==> src/rtl/rxb_pkg.sv <==
package rxb_pkg;
    localparam int NUM_BANKS = 2;

    typedef enum logic {
        BANK_A = 1'b0,
        BANK_B = 1'b1
    } bank_e;

    function automatic bank_e other_bank(input bank_e b);
        return (b == BANK_A) ? BANK_B : BANK_A;
    endfunction
endpackage

==> src/rtl/rxb_bank_mem.sv <==
module rxb_bank_mem #(
    parameter int DATA_W    = 8,
    parameter int PKT_BYTES = 64,
    localparam int ADDR_W   = $clog2(PKT_BYTES)
) (
    input  logic              clk,
    input  logic              we,
    input  logic              wbank,
    input  logic [ADDR_W-1:0] waddr,
    input  logic [DATA_W-1:0] wdata,
    input  logic              rbank,
    input  logic [ADDR_W-1:0] raddr,
    output logic [DATA_W-1:0] rdata
);
    logic [DATA_W-1:0] bank_rd [rxb_pkg::NUM_BANKS];

    for (genvar b = 0; b < rxb_pkg::NUM_BANKS; b++) begin : g_bank
        logic [DATA_W-1:0] store [PKT_BYTES];

        always_ff @(posedge clk) begin
            if (we && (wbank == b[0])) begin
                store[waddr] <= wdata;
            end
        end

        assign bank_rd[b] = store[raddr];
    end

    assign rdata = bank_rd[rbank];
endmodule

==> src/rtl/rxb_ctrl.sv <==
module rxb_ctrl
    import rxb_pkg::*;
#(
    parameter int DATA_W    = 8,
    parameter int PKT_BYTES = 64,
    localparam int ADDR_W   = $clog2(PKT_BYTES),
    localparam int CNT_W    = $clog2(PKT_BYTES + 1)
) (
    input  logic              clk,
    input  logic              rst_n,
    input  logic              clr,
    input  logic              wr_valid,
    input  logic              pkt_good,
    input  logic              pkt_bad,
    input  logic              rd_strobe,
    input  logic              rd_done,
    input  logic [DATA_W-1:0] mem_rdata,
    output logic              mem_we,
    output logic              mem_wbank,
    output logic [ADDR_W-1:0] mem_waddr,
    output logic              mem_rbank,
    output logic [ADDR_W-1:0] mem_raddr,
    output logic [DATA_W-1:0] rd_data,
    output logic [CNT_W-1:0]  rx_size,
    output logic              dma_req,
    output logic              nak_busy,
    output logic              underflow
);
    localparam logic [CNT_W-1:0] MAX_CNT = CNT_W'(PKT_BYTES);

    typedef struct packed {
        logic [1:0]             full;
        bank_e                  wsel;
        bank_e                  rsel;
        logic [CNT_W-1:0]       wcnt;
        logic [CNT_W-1:0]       rptr;
        logic [1:0][CNT_W-1:0]  cnt;
        logic [DATA_W-1:0]      rdata;
        logic                   undf;
    } st_t;

    localparam st_t ST_RESET = '{
        full: 2'b00, wsel: BANK_A, rsel: BANK_A,
        wcnt: '0, rptr: '0, cnt: '0, rdata: '0, undf: 1'b0
    };

    st_t st_d, st_q;
    logic accept;
    logic rd_avail;

    always_comb begin
        st_d     = st_q;
        accept   = wr_valid && !st_q.full[st_q.wsel] && (st_q.wcnt < MAX_CNT);
        rd_avail = st_q.full[st_q.rsel] && (st_q.rptr < st_q.cnt[st_q.rsel]);

        // write side
        if (accept) begin
            st_d.wcnt = st_q.wcnt + 1'b1;
        end
        if (pkt_bad) begin
            st_d.wcnt = '0;
        end else if (pkt_good && !st_q.full[st_q.wsel]) begin
            st_d.full[st_q.wsel] = 1'b1;
            st_d.cnt[st_q.wsel]  = st_q.wcnt + CNT_W'(accept);
            st_d.wcnt            = '0;
            st_d.wsel            = other_bank(st_q.wsel);
        end

        // read side
        if (rd_strobe) begin
            if (rd_avail) begin
                st_d.rdata = mem_rdata;
                st_d.rptr  = st_q.rptr + 1'b1;
            end else begin
                st_d.rdata = '0;
                st_d.undf  = 1'b1;
            end
        end
        if (rd_done && st_q.full[st_q.rsel]) begin
            st_d.full[st_q.rsel] = 1'b0;
            st_d.rptr            = '0;
            st_d.rsel            = other_bank(st_q.rsel);
        end

        if (clr) begin
            st_d = ST_RESET;
        end
    end

    always_ff @(posedge clk or negedge rst_n) begin
        if (!rst_n) begin
            st_q <= ST_RESET;
        end else begin
            st_q <= st_d;
        end
    end

    assign mem_we    = accept && !clr;
    assign mem_wbank = st_q.wsel;
    assign mem_waddr = st_q.wcnt[ADDR_W-1:0];
    assign mem_rbank = st_q.rsel;
    assign mem_raddr = st_q.rptr[ADDR_W-1:0];

    assign rd_data   = st_q.rdata;
    assign rx_size   = st_q.full[st_q.rsel] ? st_q.cnt[st_q.rsel] : '0;
    assign dma_req   = rd_avail;
    assign nak_busy  = &st_q.full;
    assign underflow = st_q.undf;
endmodule

==> src/rtl/usb_rx_pingpong.sv <==
module usb_rx_pingpong #(
    parameter int DATA_W    = 8,
    parameter int PKT_BYTES = 64,
    localparam int ADDR_W   = $clog2(PKT_BYTES),
    localparam int CNT_W    = $clog2(PKT_BYTES + 1)
) (
    input  logic              clk,
    input  logic              rst_n,
    input  logic              clr,
    input  logic              wr_valid,
    input  logic [DATA_W-1:0] wr_data,
    input  logic              pkt_good,
    input  logic              pkt_bad,
    input  logic              rd_strobe,
    input  logic              rd_done,
    output logic [DATA_W-1:0] rd_data,
    output logic [CNT_W-1:0]  rx_size,
    output logic              dma_req,
    output logic              nak_busy,
    output logic              underflow
);
    logic              mem_we;
    logic              mem_wbank;
    logic [ADDR_W-1:0] mem_waddr;
    logic              mem_rbank;
    logic [ADDR_W-1:0] mem_raddr;
    logic [DATA_W-1:0] mem_rdata;

    rxb_bank_mem #(.DATA_W(DATA_W), .PKT_BYTES(PKT_BYTES)) u_mem (
        .clk   (clk),
        .we    (mem_we),
        .wbank (mem_wbank),
        .waddr (mem_waddr),
        .wdata (wr_data),
        .rbank (mem_rbank),
        .raddr (mem_raddr),
        .rdata (mem_rdata)
    );

    rxb_ctrl #(.DATA_W(DATA_W), .PKT_BYTES(PKT_BYTES)) u_ctrl (
        .clk       (clk),
        .rst_n     (rst_n),
        .clr       (clr),
        .wr_valid  (wr_valid),
        .pkt_good  (pkt_good),
        .pkt_bad   (pkt_bad),
        .rd_strobe (rd_strobe),
        .rd_done   (rd_done),
        .mem_rdata (mem_rdata),
        .mem_we    (mem_we),
        .mem_wbank (mem_wbank),
        .mem_waddr (mem_waddr),
        .mem_rbank (mem_rbank),
        .mem_raddr (mem_raddr),
        .rd_data   (rd_data),
        .rx_size   (rx_size),
        .dma_req   (dma_req),
        .nak_busy  (nak_busy),
        .underflow (underflow)
    );
endmodule

==> config.mk <==
export PLATFORM = sky130hd
export DESIGN_NAME = usb_rx_pingpong
export DESIGN_NICKNAME = d
export VERILOG_FILES = /design/src/rtl/rxb_pkg.sv /design/src/rtl/rxb_bank_mem.sv /design/src/rtl/rxb_ctrl.sv /design/src/rtl/usb_rx_pingpong.sv
export SDC_FILE = /design/constraint.sdc
export NUM_CORES = 1
export LEC_CHECK = 0
export BUFFER_PORTS_ARGS = -buffer_cell sky130_fd_sc_hd__buf_2
export CORE_MARGIN = 5
export CORE_UTILIZATION = 45
export DETAILED_ROUTE_END_ITERATION = 10
export SYNTH_ARGS = -nofsm -noshare
export SYNTH_HDL_FRONTEND = slang
export SYNTH_SLANG_ARGS = --single-unit
==> constraint.sdc <==
create_clock -name clk -period 3.4 [get_ports clk]
set_input_delay 0.34 -clock clk [delete_from_list [all_inputs] [get_ports clk]]
set_output_delay 0.34 -clock clk [all_outputs]
set_load 0.02 [all_outputs]
# ---- After elaboration in Yosys (flattened, before gate mapping)
# Memories as Yosys holds them, arrays and structs flattened.
# Index checks and enable logic that the tools add are counted.
dict set report totals {
  ff_bits 41
  ram_bits 1024
  inputBits 16
  memories 2
}
dict set report op_classes {
  n_addsub 3
  n_lt_le_gt_ge 7
  n_eq_ne 2
  muxes 39
  n_bitwise 5
  n_reduce_logical 22
}
# memory depth width read_ports rd_clocked_by_memory_dff write_ports line
set memory_table {}
lappend memory_table {{u_mem.g_bank[0].store} 64 8 1 0 1 rxb_bank_mem.sv:18} ;# logic [DATA_W-1:0] store [PKT_BYTES];
lappend memory_table {{u_mem.g_bank[1].store} 64 8 1 0 1 rxb_bank_mem.sv:18}
# cell n
set ops {}
lappend ops {{2-to-1 mux 7 bit} 10}
lappend ops {{2-to-1 mux 41 bit} 1}
lappend ops {{2-to-1 mux 8 bit} 4}
lappend ops {{2-to-1 mux 14 bit} 2}
lappend ops {{adder 7 x 1 -> 7 bit (second input constant)} 2}
lappend ops {{bitwise mux 14 bit} 1}
lappend ops {{2-to-1 mux 1 bit} 14}
lappend ops {{logical AND 1 bit} 10}
lappend ops {{2-to-1 mux 9 bit} 1}
lappend ops {{AND reduction 2 bit} 4}
lappend ops {{adder 7 x 1 -> 7 bit} 1}
lappend ops {{demux 7 bit (select 1 bit)} 1}
lappend ops {{< comparator 7 bit} 1}
lappend ops {{< comparator 7 bit (second input constant)} 1}
lappend ops {{2-to-1 mux 3 bit} 2}
lappend ops {{nonzero test 2 bit} 3}
lappend ops {{nonzero test 3 bit} 2}
lappend ops {{< comparator 1 x 2 -> 1 bit (second input constant)} 2}
lappend ops {{!= test 2 bit (second input constant)} 2}
lappend ops {{nonzero test 4 bit} 1}
lappend ops {{AND 2 bit} 1}
lappend ops {{demux 1 bit (select 1 bit)} 2}
lappend ops {{>= comparator 1 bit (second input constant)} 2}
lappend ops {{>= comparator 2 bit (second input constant)} 1}
lappend ops {{other kinds (6)} 7}

# ---- Logic depth before layout (Yosys ltp)
dict set report logic_depth {
  ltp_word 10
  mapped_depth 12
  mapped_depth_nobuf 8
}

# ---- Modules after synthesis
# A second synthesis with hierarchy kept.
dict set report hier_totals {
  cells_unflattened 1868
  area_unflattened_um2 41867.7
}
# mod n_inst cells_each area_each_um2
set modules_own_cells {}
lappend modules_own_cells {rxb_bank_mem 1 1634 39542.9}
lappend modules_own_cells {rxb_ctrl 1 234 2324.7}

# ---- Worst setup path before layout
# No wires, ideal clock.
dict set report synth_timing {
  path_type {reg2reg}
  from {register u_ctrl.st_q, in the netlist u_ctrl.mem_rbank}
  to {register u_ctrl.st_q[29] (netlist bit)}
  t_arrival_ns 2.706
  setup_slack_ns 0.558
  stages_incl_launch_ff 10
  path_buffers 1
  synth_period_minus_slack_ns 2.842
  cell_sequence {dfrtp_1 -> buf_1 -> mux2i_1 -> ha_1 -> a211o_1 -> a211oi_1 -> o211ai_1 -> nor4_1 -> xnor2_1 -> nor2_1}
}
dict set report synth_via {
  elab_chain_cells 6
  word_cells_on_any_way 12
}
# item line
set synth_rtl {}
lappend synth_rtl {{start: declaration} rxb_ctrl.sv:47} ;# st_t st_d, st_q;
lappend synth_rtl {{start signal: assignment} rxb_ctrl.sv:94} ;# st_q <= st_d;
lappend synth_rtl {{2-to-1 mux 7 bit (not written as such) (2 in series)} rxb_ctrl.sv:54} ;# rd_avail = st_q.full[st_q.rsel] && (st_q.rptr < st_q.cnt[st_q.rsel]);
lappend synth_rtl {{< comparator 7 bit} rxb_ctrl.sv:54}
lappend synth_rtl {{logical AND 1 bit} rxb_ctrl.sv:54}
lappend synth_rtl {{nonzero test 3 bit (no source line)} -}
lappend synth_rtl {{AND reduction 2 bit (no source line)} -}
# Several ways; a longest one is shown, not always the timed one. The select of a mux whose other input is x is not followed.
# A chain may end at the register's enable or synchronous reset.

# ---- Final worst setup path
dict set report layout_timing {
  from {register u_ctrl.st_q, in the netlist u_ctrl.mem_rbank}
  to {output dma_req}
}
dict set report layout_via {
  elab_chain_cells 4
  word_cells_on_any_way 6
}
# item line
set layout_rtl {}
lappend layout_rtl {{2-to-1 mux 7 bit (not written as such) (2 in series)} rxb_ctrl.sv:54}
lappend layout_rtl {{< comparator 7 bit} rxb_ctrl.sv:54}
lappend layout_rtl {{logical AND 1 bit *} rxb_ctrl.sv:54}
lappend layout_rtl {{end: declaration} usb_rx_pingpong.sv:18} ;# output logic dma_req,
# Mark *: on every way between the ends. The rest lies on a longest branch, timed or not. The select of a mux whose other input is x is not followed.

==> results.toml <==
[synth]
synth_fa_ha_area_frac = 0.00297
synth-seq-cells = 1065
synthCells = 2148
synthArstFlopShare = 0.0385
synth_top_family_by_area = "multiplexers"
ys.flop_type = "edfxtp_1"
syn_area_per_cell_um2 = 19.6
synth_edf_count = 1024
synthMuxAreaShare = 0.147
syn-cell-area_um2 = 42100
ys_warn_count = 0
ys_seq_area_frac = 0.754
yosysUniqueCellTypes = 60
synth_fp_nets = 2174
synthSimpleGateAreaFrac = 0.0361
synth_compound_area_frac = 0.0378
synth_xor_area_frac = 0.00291

[clock_tree]
post_cts_resized = 0
clockRootBuffer = "clkbuf_16"
cts_tree = "done"
cts_made_buffers = 108
htreeDepth = 3
clk_pin_slew_ps = 60
clock-sinks = 1065
cts_buffer_depth = 3
clock_latency_ps = 690
cts_setup_buffers = 0

[place]
dp_cells = 3557
place_area_um2 = 45200
io_buffer_count = 33
place.gp.congestion = 0.867
post-dp-hpwl_um = 70700

[worst_setup_path]
cp-end-kind = "primary output"
ff2ff_path_depth = 8
worstSetupPathType = "reg -> out"
r2r-start = "u_ctrl.mem_raddr[0]$_DFFE_PN0P_"
required_ps = 3060
reg2reg_to = "u_ctrl.rd_data[5]$_DFFE_PN0P_"
critPathSlowestCell = "dfrtp_1"
cpPeakStageDelay_ps = 470
cp_common_cell = "o21a_1"
r2r_slack_ps = 330
path_max_fanout = 8
worstPathCellList = "buf_4 -> mux2i_1 -> ha_1 -> o21a_1 -> a211oi_1 -> o21a_1 -> buf_2"
start_kind = "flip-flop"
crit_arrival_ps = 2870

[global_route]
antenna_found_initial = 4
grt_max_degree = 103
overflow = 0
grt_pass1_vias = 22700
grt_pass1_wl_um = 161000
grt.total_usage = 0.222

[timing]
slew_headroom = 0.101
drv_slew = 0
fin_skew_ps = 23.7
hold_viol = 0
tightest_slew_ps = 1350
max_freq_mhz = 311
fin_tns_setup_ps = 0
period_minus_slack_ps = 3210
setup_viol_count_final = 0
timing.hold.ws_ps = 98.1
rsz0062_at_grt = "false"
finalCritPeriodShare = 0.945

[die]
num_rows = 112
dieHeight_um = 316
pin_count = 34
fp.coreArea_um2 = 93200
start_util = 0.452
die_area_um2 = 99800
dieWidth_um = 316

[drt]
via_per_inst = 5.89
wirelength_um = 110000
drc = 0
vias = 22200
drt_first_pass_iters = 6
avgRoutedWirePerCell_um = 29.3
drt_first_iter_violations = 2547
ant_nets = 0

[run_status]
outcome = "finished, final reports clean"

[layout]
syn_to_final_growth_pct = 15.9
layout-drive-gt1-share = 0.274
final_area_um2 = 48800
num-fill-cells = 7348
final_nets = 2442
final_cells = 3762

[min_path]
holdPathEnd = "u_ctrl.mem_rbank$_DFFE_PN0P_"
hold_path.class = "in -> reg"
hold_start = "clr"
hold_depth = 2

[power_and_ir_drop]
vdd_ir_drop_max_mv = 0.438
power_leakage_nw = 15.5
cellPowerDensity_nw_per_um2 = 557

[run]
max_cap_violations = 0
## worst max-delay path, delay by kind of cell, from the launching register on
kind | cells | cell delay (ps)
AO/OA/AOI/OAI | 3 | 740
multiplexers | 1 | 280
buffers and inverters | 2 | 420
adder cells (fa/ha/maj) | 1 | 290
flip-flops | 1 | 470
## final cells by class
class,count,area [um2],area share
multi-input combinational,942,9560,0.196
inverter,18,67.6,0.00138
tap,1254,1570,0.0321
clock inverter,62,726,0.0149
sequential,1065,31800,0.651
timing repair buffer,281,2230,0.0457
clock buffer,139,2870,0.0588
antenna,1,2.50,0.0000513
## state kept, by name (all words and copies together) (netlist names)
| register | count |
|---|---|
| u_ctrl.mem_raddr | 6 |
| u_ctrl.mem_rbank | 1 |
| u_ctrl.mem_waddr | 6 |
| u_ctrl.mem_wbank | 1 |
| u_ctrl.rd_data | 8 |
| u_ctrl.st_q | 18 |
| u_ctrl.underflow | 1 |
| u_mem.g_bank.store | 1024 |
## layout by cell type, fill, tap and decap left out, types with 12 or more instances in the layout
cell | netlist | routed
nand3_1 | 19 | 19
clkinv_1 | 2 | 14
nor2_1 | 184 | 184
edfxtp_1 | 1024 | 1024
clkbuf_1 | 46 | 28
o22ai_1 | 19 | 19
bufinv_16 | 0 | 14
o221ai_1 | 12 | 12
buf_4 | 21 | 239
clkbuf_16 | 0 | 110
a21oi_1 | 36 | 36
a211oi_1 | 20 | 20
a221oi_1 | 25 | 25
mux4_2 | 210 | 210
a22oi_1 | 36 | 36
buf_12 | 0 | 14
mux2i_1 | 123 | 123
inv_1 | 16 | 15
nand2_1 | 61 | 61
mux2_2 | 20 | 20
dfrtp_1 | 41 | 37
buf_2 | 22 | 25
nor3_1 | 18 | 18
clkinv_2 | 0 | 29
o21ai_0 | 21 | 20
## cell usage after synthesis, types with 9 or more instances
cell	n	area, um2
buf_2	22	110
buf_4	21	158
buf_1	12	45.0
dfrtp_1	41	1030
clkbuf_1	46	173
mux2i_1	123	1230
a21oi_1	36	180
mux4_2	210	4730
o221ai_1	12	105
o211ai_1	9	67.6
nand3_1	19	95.1
a221oi_1	25	219
o22ai_1	19	119
inv_1	16	60.1
nand2_1	61	229
ha_1	10	125
a211oi_1	20	150
a22oi_1	36	270
mux2_2	20	225
edfxtp_1	1024	30700
buf_6	21	236
o21ai_0	21	105
nor3_1	18	90.1
nor2_1	184	691
## cell families after synthesis
logic type	after synthesis
XOR/XNOR	14
flip-flops	1065
multiplexers	353
adder cells (fa/ha/maj)	10
AND/OR/NAND/NOR	344
AO/OA/AOI/OAI	221
buffers and inverters	141
## metal layers
| layer | share of wire | track usage | vias up |
|---|---|---|---|
| li1 | - | - | 9367 |
| met1 | 0.41 | 0.309 | 11700 |
| met2 | 0.49 | 0.363 | 910 |
| met3 | 0.076 | 0.0461 | 150 |
| met4 | 0.023 | 0.0553 | 0 |
| met5 | 0 | 0 | - |
## through the flow
stage / util / setup WS (ps) / power [mW]
final: 0.524 / 185 / 27.2
after global routing: 0.524 / 26.0 / 28.0
after CTS: 0.524 / 136 / 27.4
after detailed placement: 0.485 / 379 / 15.4
after global placement: 0.485 / 344 / 15.4
after floorplan: - / 558 / 15.1
## repair_timing
item / in CTS / in global routing
hold endpoints to repair: 43 / 0
setup endpoints to repair: 0 / 0
hold buffers: 3 / 0
## where the power goes
group	internal (mW)	switching [mW]
sequential	14.4	0.0217
combinational	0.260	0.486
clock	7.05	4.97
## worst max path at each step
| stage | startpoint | end | slack (ps) |
|---|---|---|---|
| detailed placement | u_ctrl.mem_raddr[1]$_DFFE_PN0P_ | u_ctrl.rd_data[6]$_DFFE_PN0P_ | 380 |
| CTS | u_ctrl.mem_rbank$_DFFE_PN0P_ | dma_req | 140 |
| global route | u_ctrl.mem_rbank$_DFFE_PN0P_ | dma_req | 30 |
| floorplan | u_ctrl.mem_rbank$_DFFE_PN0P_ | u_ctrl.st_q[29]$_DFFE_PN0P_ | 560 |
| global placement | u_ctrl.mem_rbank$_DFFE_PN0P_ | u_ctrl.rd_data[4]$_DFFE_PN0P_ | 340 |
| finish | u_ctrl.mem_rbank$_DFFE_PN0P_ | dma_req | 190 |
(Power assumes the default switching activity.)
